--- src/rtl/adc_seq_pkg.sv ---
`timescale 1ns/1ps
package adc_seq_pkg;
  localparam int ADDR_W  = 3;
  localparam int RANGE_W = 3;

  localparam int CTRL_SCAN_BIT  = 0;
  localparam int CTRL_PACER_BIT = 1;
  localparam int CTRL_EXT_BIT   = 2;

  typedef enum logic [ADDR_W-1:0] {
    A_CTRL    = 3'd0,
    A_CHAN    = 3'd1,
    A_RANGE   = 3'd2,
    A_SOFT    = 3'd3,
    A_DIV_BASE = 3'd4
  } reg_addr_e;

  typedef enum logic [1:0] {
    SRC_SOFT  = 2'd0,
    SRC_PACER = 2'd1,
    SRC_EXT   = 2'd2
  } trig_src_e;
endpackage

--- src/rtl/adc_seq_regs.sv ---
`timescale 1ns/1ps
module adc_seq_regs
  import adc_seq_pkg::*;
#(
  parameter int CH_W       = 4,
  parameter int DIV_W      = 16,
  parameter int NUM_STAGES = 2
) (
  input  logic                              clk_i,
  input  logic                              rst_ni,
  input  logic                              wr_en_i,
  input  logic [ADDR_W-1:0]                 addr_i,
  input  logic [7:0]                        wdata_i,
  output logic                              scan_en_o,
  output trig_src_e                         src_o,
  output logic [CH_W-1:0]                   chan_o,
  output logic [RANGE_W-1:0]                range_o,
  output logic                              soft_o,
  output logic                              pos_clr_o,
  output logic [NUM_STAGES-1:0][DIV_W-1:0]  div_o
);
  logic scan_q, pacer_q, ext_q;
  logic [CH_W-1:0]    chan_q;
  logic [RANGE_W-1:0] range_q;

  always_ff @(posedge clk_i or negedge rst_ni) begin
    if (!rst_ni) begin
      scan_q  <= 1'b0;
      pacer_q <= 1'b0;
      ext_q   <= 1'b0;
      chan_q  <= '0;
      range_q <= '0;
    end else if (wr_en_i) begin
      if (addr_i == A_CTRL) begin
        scan_q  <= wdata_i[CTRL_SCAN_BIT];
        pacer_q <= wdata_i[CTRL_PACER_BIT];
        ext_q   <= wdata_i[CTRL_EXT_BIT];
      end
      if (addr_i == A_CHAN)  chan_q  <= wdata_i[CH_W-1:0];
      if (addr_i == A_RANGE) range_q <= wdata_i[RANGE_W-1:0];
    end
  end

  for (genvar g = 0; g < NUM_STAGES; g++) begin : g_div
    localparam logic [ADDR_W-1:0] LO_ADDR = ADDR_W'(int'(A_DIV_BASE) + 2*g);
    localparam logic [ADDR_W-1:0] HI_ADDR = ADDR_W'(int'(A_DIV_BASE) + 2*g + 1);
    logic [DIV_W-1:0] div_q;
    always_ff @(posedge clk_i or negedge rst_ni) begin
      if (!rst_ni) div_q <= '0;
      else if (wr_en_i && addr_i == LO_ADDR) div_q[7:0] <= wdata_i;
      else if (wr_en_i && addr_i == HI_ADDR) div_q[DIV_W-1:8] <= wdata_i[DIV_W-9:0];
    end
    assign div_o[g] = div_q;
  end

  // external select outranks the pacer
  always_comb begin
    if (ext_q)        src_o = SRC_EXT;
    else if (pacer_q) src_o = SRC_PACER;
    else              src_o = SRC_SOFT;
  end

  assign scan_en_o = scan_q;
  assign chan_o    = chan_q;
  assign range_o   = range_q;
  assign soft_o    = wr_en_i && (addr_i == A_SOFT);
  assign pos_clr_o = wr_en_i && ((addr_i == A_CHAN) ||
                                 ((addr_i == A_CTRL) && !wdata_i[CTRL_SCAN_BIT]));
endmodule

--- src/rtl/adc_seq_div_stage.sv ---
`timescale 1ns/1ps
module adc_seq_div_stage #(
  parameter int DIV_W = 16
) (
  input  logic             clk_i,
  input  logic             rst_ni,
  input  logic             en_i,
  input  logic             step_i,
  input  logic [DIV_W-1:0] div_i,
  output logic             wrap_o
);
  logic [DIV_W-1:0] eff_div, cnt_q;

  // divide-by-1 or 0 is not supported; run as divide-by-2
  assign eff_div = (div_i < DIV_W'(2)) ? DIV_W'(2) : div_i;
  assign wrap_o  = en_i && step_i && (cnt_q == DIV_W'(1));

  always_ff @(posedge clk_i or negedge rst_ni) begin
    if (!rst_ni)        cnt_q <= DIV_W'(2);
    else if (!en_i)     cnt_q <= eff_div;
    else if (step_i)    cnt_q <= (cnt_q == DIV_W'(1)) ? eff_div : cnt_q - 1'b1;
  end

  AST_CNT_NONZERO: assert property (@(posedge clk_i) disable iff (!rst_ni)
    cnt_q != '0);
endmodule

--- src/rtl/adc_seq_pacer.sv ---
`timescale 1ns/1ps
module adc_seq_pacer #(
  parameter int DIV_W      = 16,
  parameter int NUM_STAGES = 2
) (
  input  logic                             clk_i,
  input  logic                             rst_ni,
  input  logic                             en_i,
  input  logic                             ref_tick_i,
  input  logic [NUM_STAGES-1:0][DIV_W-1:0] div_i,
  output logic                             tick_o
);
  logic [NUM_STAGES:0] carry;
  assign carry[0] = ref_tick_i;

  for (genvar g = 0; g < NUM_STAGES; g++) begin : g_stage
    adc_seq_div_stage #(.DIV_W(DIV_W)) u_stage (
      .clk_i  (clk_i),
      .rst_ni (rst_ni),
      .en_i   (en_i),
      .step_i (carry[g]),
      .div_i  (div_i[g]),
      .wrap_o (carry[g+1])
    );
  end

  assign tick_o = carry[NUM_STAGES];
endmodule

--- src/rtl/adc_seq_ext_sync.sv ---
`timescale 1ns/1ps
module adc_seq_ext_sync (
  input  logic clk_i,
  input  logic rst_ni,
  input  logic ext_i,
  output logic rise_o
);
  logic [2:0] sh_q;

  always_ff @(posedge clk_i or negedge rst_ni) begin
    if (!rst_ni) sh_q <= '0;
    else         sh_q <= {sh_q[1:0], ext_i};
  end

  assign rise_o = sh_q[1] && !sh_q[2];

  AST_EXT_SINGLE: assert property (@(posedge clk_i) disable iff (!rst_ni)
    rise_o |=> !rise_o);
endmodule

--- src/rtl/adc_seq_scan.sv ---
`timescale 1ns/1ps
module adc_seq_scan #(
  parameter int CH_W = 4
) (
  input  logic            clk_i,
  input  logic            rst_ni,
  input  logic            scan_en_i,
  input  logic [CH_W-1:0] last_i,
  input  logic            clr_i,
  input  logic            adv_i,
  output logic [CH_W-1:0] pos_o
);
  logic [CH_W-1:0] pos_q;

  always_ff @(posedge clk_i or negedge rst_ni) begin
    if (!rst_ni)                 pos_q <= '0;
    else if (clr_i)              pos_q <= '0;
    else if (adv_i && scan_en_i) pos_q <= (pos_q == last_i) ? '0 : pos_q + 1'b1;
  end

  assign pos_o = pos_q;

  AST_SCAN_BOUND: assert property (@(posedge clk_i) disable iff (!rst_ni)
    scan_en_i |-> pos_q <= last_i);
  AST_SCAN_WRAP: assert property (@(posedge clk_i) disable iff (!rst_ni)
    (adv_i && scan_en_i && !clr_i && pos_q == last_i) |=> pos_q == '0);
endmodule

--- src/rtl/adc_trig_seq.sv ---
`timescale 1ns/1ps
module adc_trig_seq
  import adc_seq_pkg::*;
#(
  parameter int NUM_CH     = 16,
  parameter int DIV_W      = 16,
  parameter int NUM_STAGES = 2,
  localparam int CH_W      = (NUM_CH > 1) ? $clog2(NUM_CH) : 1
) (
  input  logic               clk_i,
  input  logic               rst_ni,
  input  logic               wr_en_i,
  input  logic [ADDR_W-1:0]  addr_i,
  input  logic [7:0]         wdata_i,
  input  logic               ref_tick_i,
  input  logic               ext_trig_i,
  input  logic               conv_done_i,
  output logic               start_o,
  output logic               busy_o,
  output logic [CH_W-1:0]    chan_o,
  output logic [RANGE_W-1:0] range_o
);
  logic                             scan_en, soft_wr, pos_clr, pacer_tick, ext_rise;
  trig_src_e                        src;
  logic [CH_W-1:0]                  chan_reg, pos;
  logic [NUM_STAGES-1:0][DIV_W-1:0] div;
  logic                             req, fire, start_q, busy_q;

  adc_seq_regs #(.CH_W(CH_W), .DIV_W(DIV_W), .NUM_STAGES(NUM_STAGES)) u_regs (
    .clk_i     (clk_i),
    .rst_ni    (rst_ni),
    .wr_en_i   (wr_en_i),
    .addr_i    (addr_i),
    .wdata_i   (wdata_i),
    .scan_en_o (scan_en),
    .src_o     (src),
    .chan_o    (chan_reg),
    .range_o   (range_o),
    .soft_o    (soft_wr),
    .pos_clr_o (pos_clr),
    .div_o     (div)
  );

  adc_seq_pacer #(.DIV_W(DIV_W), .NUM_STAGES(NUM_STAGES)) u_pacer (
    .clk_i      (clk_i),
    .rst_ni     (rst_ni),
    .en_i       (src == SRC_PACER),
    .ref_tick_i (ref_tick_i),
    .div_i      (div),
    .tick_o     (pacer_tick)
  );

  adc_seq_ext_sync u_sync (
    .clk_i  (clk_i),
    .rst_ni (rst_ni),
    .ext_i  (ext_trig_i),
    .rise_o (ext_rise)
  );

  adc_seq_scan #(.CH_W(CH_W)) u_scan (
    .clk_i     (clk_i),
    .rst_ni    (rst_ni),
    .scan_en_i (scan_en),
    .last_i    (chan_reg),
    .clr_i     (pos_clr),
    .adv_i     (start_q),
    .pos_o     (pos)
  );

  always_comb begin
    unique case (src)
      SRC_PACER: req = pacer_tick;
      SRC_EXT:   req = ext_rise;
      default:   req = soft_wr;
    endcase
  end

  assign fire = req && !busy_q;

  always_ff @(posedge clk_i or negedge rst_ni) begin
    if (!rst_ni) begin
      start_q <= 1'b0;
      busy_q  <= 1'b0;
    end else begin
      start_q <= fire;
      if (fire)             busy_q <= 1'b1;
      else if (conv_done_i) busy_q <= 1'b0;
    end
  end

  // position advances after the pulse, so chan_o is stable while start_o is high
  assign chan_o  = scan_en ? pos : chan_reg;
  assign start_o = start_q;
  assign busy_o  = busy_q;

  AST_BUSY_BLOCKS: assert property (@(posedge clk_i) disable iff (!rst_ni)
    (busy_q && !conv_done_i) |=> !start_q);
  AST_START_BUSY: assert property (@(posedge clk_i) disable iff (!rst_ni)
    start_q |-> busy_q);
endmodule

--- config.mk ---
export PLATFORM = sky130hd
export DESIGN_NAME = adc_trig_seq
export DESIGN_NICKNAME = d
export VERILOG_FILES = /design/src/rtl/adc_seq_pkg.sv /design/src/rtl/adc_seq_regs.sv /design/src/rtl/adc_seq_div_stage.sv /design/src/rtl/adc_seq_pacer.sv /design/src/rtl/adc_seq_ext_sync.sv /design/src/rtl/adc_seq_scan.sv /design/src/rtl/adc_trig_seq.sv
export SDC_FILE = /design/constraint.sdc
export NUM_CORES = 1
export LEC_CHECK = 0
export CAP_MARGIN = 20
export CORE_UTILIZATION = 59
export CTS_CLUSTER_SIZE = 28
export DETAILED_ROUTE_END_ITERATION = 8
export HOLD_SLACK_MARGIN = 0.1
export PLACE_DENSITY_LB_ADDON = 0.05
export SKIP_CTS_REPAIR_TIMING = 1
export SYNTH_ARGS = -nofsm -noshare
export SYNTH_HDL_FRONTEND = slang
export SYNTH_SLANG_ARGS = --single-unit
--- constraint.sdc ---
create_clock -name clk_i -period 2.4 [get_ports clk_i]
set_input_delay 0.24 -clock clk_i [delete_from_list [all_inputs] [get_ports clk_i]]
set_output_delay 0.24 -clock clk_i [all_outputs]
set_load 0.01 [all_outputs]
# Word level (Yosys, flattened, before mapping)
# Index checks and enable logic that the tools add are counted.
[word_totals]
regBits = 83
in_bits = 17
[op_classes]
add_sub_neg = 3
n_lt_le_gt_ge = 2
eq_ne = 14
n_mux = 17
n_bitwise = 2
n_reduce_logical = 26
[ops]
columns = ["op", "n"]
rows = [
  ["16-bit two-way mux", 8],
  ["16-bit by 1-bit equality test with 1-bit output (second input constant)", 2],
  ["16-bit by 2-bit less-than comparator with 1-bit output (second input constant)", 2],
  ["16-bit by 1-bit subtractor with 16-bit output (second input constant)", 2],
  ["4-bit two-way mux", 4],
  ["1-bit logical AND", 14],
  ["3-bit equality test (second input constant)", 4],
  ["2-bit AND reduction", 5],
  ["3-bit by 2-bit equality test with 1-bit output (second input constant)", 2],
  ["4-bit by 1-bit adder with 4-bit output (second input constant)", 1],
  ["4-bit equality test", 1],
  ["2-bit != test (second input constant)", 2],
  ["2-bit nonzero test", 2],
  ["3-bit by 1-bit equality test with 1-bit output (second input constant)", 1],
  ["1-bit zero test", 3],
  ["3-bit zero test", 1],
  ["1-bit two-way mux", 3],
  ["2-bit by 1-bit equality test with 1-bit output (second input constant)", 1],
  ["2-bit equality test (second input constant)", 1],
  ["2-bit two-way mux", 1],
  ["1-bit NOT", 2],
  ["1-bit case mux with 2 select lines", 1],
  ["1-bit logical OR", 1],
]

# Logic depth before layout (Yosys ltp)
[depth]
ltp_word = 10
depth_mapped = 9
depth_no_buf = 7

# Cells and area by module
# Synthesis repeated with hierarchy kept, for this count alone.
[unflattened]
cells_unflattened = 399
hier_area_um2 = 4605.7
[modules_own_cells]
columns = ["module", "n_inst", "cells_per_inst", "area_per_inst_um2", "seq_area_each_um2"]
rows = [
  ["adc_seq_div_stage", 2, 125, 1174.9, 401.6],
  ["adc_seq_regs", 1, 101, 1747.9, 1051.0],
  ["adc_seq_scan", 1, 29, 251.5, 100.1],
  ["adc_trig_seq", 1, 15, 167.7, 50.0],
  ["adc_seq_ext_sync", 1, 4, 88.8, 75.1],
]

# Least setup slack after synthesis
# OpenSTA, ideal clock, no wires.
[synth_path]
kind = "flip-flop to flip-flop"
startpoint = "reg u_pacer.g_stage[1].u_stage.cnt_q[1]"
endpoint = "reg u_pacer.g_stage[1].u_stage.cnt_q[4]"
setup_ns = 0.138
arrival_ns = 2.084
required_ns = 2.262
slack_ns = 0.178
path_stages_with_launch = 10
path_cell_list = "dfstp_2 > inv_1 > ha_1 > nor4b_1 > and4_1 > clkbuf_1 > nor2_1 > buf_2 > mux2i_1 > o22ai_1"
[synth_between]
elab_chain_cells = 4
word_cells_on_any_way = 5
[synth_lines]
columns = ["element", "line", "text"]
rows = [
  ["start: declaration", "adc_seq_div_stage.sv:12", "logic [DIV_W-1:0] eff_div, cnt_q;"],
  ["start signal: assignment", "adc_seq_div_stage.sv:20", "else if (!en_i) cnt_q <= eff_div;"],
  ["start signal: assignment", "adc_seq_div_stage.sv:21", "else if (step_i) cnt_q <= (cnt_q == DIV_W'(1)) ? eff_div : cnt_q - 1'b1;"],
  ["16-bit by 1-bit subtractor with 16-bit output / 16-bit by 1-bit equality test with 1-bit output (equally long branches)", "adc_seq_div_stage.sv:21", ""],
  ["16-bit two-way mux (*) (2 in a row)", "adc_seq_div_stage.sv:21", ""],
  ["16-bit two-way mux (*)", "adc_seq_div_stage.sv:20", ""],
]
# Every way passes the cells marked *; elsewhere a longest branch is shown, timed or not. The select of a mux whose other input is x is not followed.
# A chain may end at the register's enable or synchronous reset.

# Final worst setup path
[layout_path]
startpoint = "reg u_pacer.g_stage[1].u_stage.cnt_q[9]"
endpoint = "reg u_pacer.g_stage[1].u_stage.cnt_q[13]"
# The elaborated chain is that of the path after synthesis.

==> results.toml <==
[worst_setup_path]
rr_worst_depth = 5
cp.arrival_ns = 2.51
critical_path.top_delay_family = "simple AND/OR/NAND/NOR gates"
critPathBufInv = 0
crit_required_ns = 2.65
r2r_slack_ns = 0.14
cp_cell_sequence = "or4_4 -> or2_0 -> or4_4 -> o31a_1 -> o22a_1"
endpoint_kind = "register"
crit_fanout = 5
slowest_stage = "or4_4"
critical_path_class = "register to register"
rr_startpoint = "u_pacer.g_stage[1].u_stage.cnt_q[9]$_DFFE_PN0P_"
startpoint_type = "register"
cp_common_cell = "or4_4"
max_stage_delay_ns = 0.54
rr_endpoint = "u_pacer.g_stage[1].u_stage.cnt_q[13]$_DFFE_PN0P_"

[timing]
finalClockSkew_ns = 0.00705
max_slew.worst_pin.slew_ns = 0.621
rsz0062_at_grt = "no"
hold_viol = 0
post-route-period-util_pct = 94.2
max_slew_margin_pct = 58.0
whs_ns = 0.319
final.setup.tns_ns = 0
fmax_mhz = 442
setup_viol = 0
drv_slew = 0
layout_min_cycle_time_ns = 2.26
setup_ws_ns = 0.139

[clock_network]
clkSinkCount = 83
cts_tree = "built"
cts_buffers = 9
cts.clk_slew.worst_paths_ns = 0.09
clock_tree.buffer_depth = 2
cts-root-buf = "clkbuf_8"
h-tree-depth = 3
insertion_delay_ns = 0.36

[yosys]
synth_edf_count = 0
ys_types = 55
synth_nets = 434
synthCells = 412
yosys_most_used_dff = "dfrtp_1"
synth_seq_area_share_pct = 48.9
syn_area_mm2 = 0.00425
synth_area_leader_cell = "dfrtp_1"
synthTopCellsByArea = "dfrtp_1, mux2_2, o21ai_0"
async_flop_share_pct = 100
syn_area_per_cell_um2 = 10.3
yosysWarnings = 0
yosysTopAreaCellShare_pct = 47.6
ys_seq_elements = 83

[place]
gp_congestion = 0.850
dp_hpwl_um = 6950
port_buffers = 25
pre_cts_slack_ns = 0.171

[floorplanning]
ios = 26
initial_core_util_pct = 61.9
die_w_um = 86.9
core-area_mm2 = 0.00687
die_h_um = 86.9
row_count = 30
dieArea_mm2 = 0.00755

[routing]
drt-pass1-iter-count = 5
drt_iter0_markers = 295
vias = 3449
wl_per_cell_um = 18.2
route.detailed.drc = 0
wl_um = 10000
viasPerCell = 6.28
ant_nets = 0

[cells_and_area]
nNetsFinal = 470
layout-drive-gt1-share_pct = 19.4
syn_to_final_growth_pct = 16.6
n_antenna_cell = 0

[power_and_ir_drop]
power.leakage_uw = 0.00203
vdd_ir_drop_max_uv = 494
swShare_pct = 35.7
combPwrFrac_pct = 30.2
clkPwrFrac_pct = 23.2
p_int_uw = 3220
seqPwrFrac_pct = 46.6
netSwitchingPower_uw = 1790
power.density_mw_per_mm2 = 1010

[grt]
grtUsageTotal_pct = 28.5
grt_pass1_wl_um = 16200
antenna_found_initial = 0
grt_pass1_vias = 3166
grt_max_degree = 49
grt.overflow.total = 0

[min_path]
min_to = "u_sync.sh_q[0]$_DFF_PN0_"
min_from = "ext_trig_i"
min_path_type = "input port to register"
worst_hold_path.num_cells = 1

[flow_run]
maxCapViolations = 0

[run_status]
outcome = "complete, no violations"
## state kept, by name, indices dropped and copies added (netlist names)
register and cells:
u_regs.g_div.div_q 32, busy_o 1, u_regs.range_o 3, u_regs.scan_en_o 1, u_sync.sh_q 3, u_scan.pos_o 4, u_regs.pacer_q 1, u_pacer.g_stage.u_stage.cnt_q 32
u_regs.chan_o 4, u_regs.ext_q 1, start_o 1
## kinds of logic after synthesis
kind of cell | Yosys count | share of synthesized area, %
XOR/XNOR | 4 | 0.823
adder cells (fa/ha/maj) | 5 | 1.47
flip-flops | 83 | 48.9
AO/OA/AOI/OAI | 91 | 13.6
buffers and inverters | 33 | 3.06
AND/OR/NAND/NOR | 142 | 18.2
multiplexers | 54 | 14.0
## placed cells by master (no fill, tap or decap), types with 4 or more instances in the layout
cell type	instances
a21oi_1	21
a22oi_1	5
buf_4	16
clkbuf_8	10
clkdlybuf4s50_1	24
dfrtp_1	81
ha_1	5
inv_1	14
mux2_2	44
mux2i_1	10
nand2_1	36
nand2b_1	5
nand3_1	13
nand4_1	9
nand4b_1	4
nor2_1	15
nor3_1	19
nor4_1	15
o21ai_0	31
o22ai_1	5
o2bb2ai_1	6
or3_1	4
xor2_1	4
## metrics by stage
stage | utilization [%] | cell area (um^2) | instances | power, uW
6_report | 72.2 | 4960 | 549 | 5010
2_1_floorplan | - | 4250 | 412 | 3230
4_1_cts | 72.1 | 4950 | 548 | 5000
5_1_grt | 72.2 | 4960 | 549 | 5310
3_5_place_dp | 68.7 | 4720 | 532 | 3830
3_3_place_gp | 68.7 | 4720 | 532 | 3780
## layout make-up
cell class	count	area (um^2)
timing repair buffer	44	430
inverter	14	52.6
multi-input combinational	296	2040
tap	96	120
sequential	83	2080
clock buffer	10	138
clock inverter	6	96.3
fill	506	1910
## cell usage after synthesis (all sizes together), types with 4 or more instances
cell type  count
xor2           4
nor4          16
nand2         36
clkbuf        14
nand2b         5
nor3          19
mux2          44
a22oi          5
ha             5
buf            5
nor2          15
mux2i         10
or4            5
dfrtp         81
a21oi         21
nand4b         4
inv           14
o22ai          5
or3            4
nand4          9
o21ai         32
o2bb2ai        6
nand3         13
## layer usage
layer | GRT usage (%) | vias to the layer above | routed length, um
met1 | 43.1 | 1696 | 4830
met3 | 3.51 | 17 | 461
met2 | 42.3 | 117 | 4560
met4 | 10.5 | 0 | 155
met5 | 0 | - | 0
li1 | - | 1619 | -
## worst register-to-register path, delay by kind of cell (launching register included)
family / cells / cell delay (ns)
flops: 1 / 0.44
simple gates: 3 / 1.27
compound gates: 2 / 0.45
## power by group through the flow
stage	Combinational, uW	Clock, uW	Sequential, uW
after floorplan	1050	0	2180
after global placement	1460	0	2320
after detailed placement	1490	0	2340
after CTS	1510	1180	2310
after global routing	1680	1240	2380
final	1510	1160	2330
## worst max-delay path by stage
stage / slack, ns / end / startpoint / cells past startpoint
global placement: 0.21 / u_pacer.g_stage[1].u_stage.cnt_q[13]$_DFFE_PN0P_ / u_pacer.g_stage[1].u_stage.cnt_q[9]$_DFFE_PN0P_ / 5
global route: 0.03 / u_pacer.g_stage[1].u_stage.cnt_q[14]$_DFFE_PN0P_ / u_pacer.g_stage[1].u_stage.cnt_q[0]$_DFFE_PN0P_ / 7
CTS: 0.15 / u_pacer.g_stage[1].u_stage.cnt_q[13]$_DFFE_PN0P_ / u_pacer.g_stage[1].u_stage.cnt_q[9]$_DFFE_PN0P_ / 5
floorplan: 0.18 / u_pacer.g_stage[1].u_stage.cnt_q[4]$_DFFE_PN0P_ / u_pacer.g_stage[1].u_stage.cnt_q[1]$_DFFE_PN1P_ / 9
detailed placement: 0.17 / u_pacer.g_stage[1].u_stage.cnt_q[13]$_DFFE_PN0P_ / u_pacer.g_stage[1].u_stage.cnt_q[9]$_DFFE_PN0P_ / 5
finish: 0.14 / u_pacer.g_stage[1].u_stage.cnt_q[13]$_DFFE_PN0P_ / u_pacer.g_stage[1].u_stage.cnt_q[9]$_DFFE_PN0P_ / 5
Note: power is estimated with default switching activity, not from simulation.
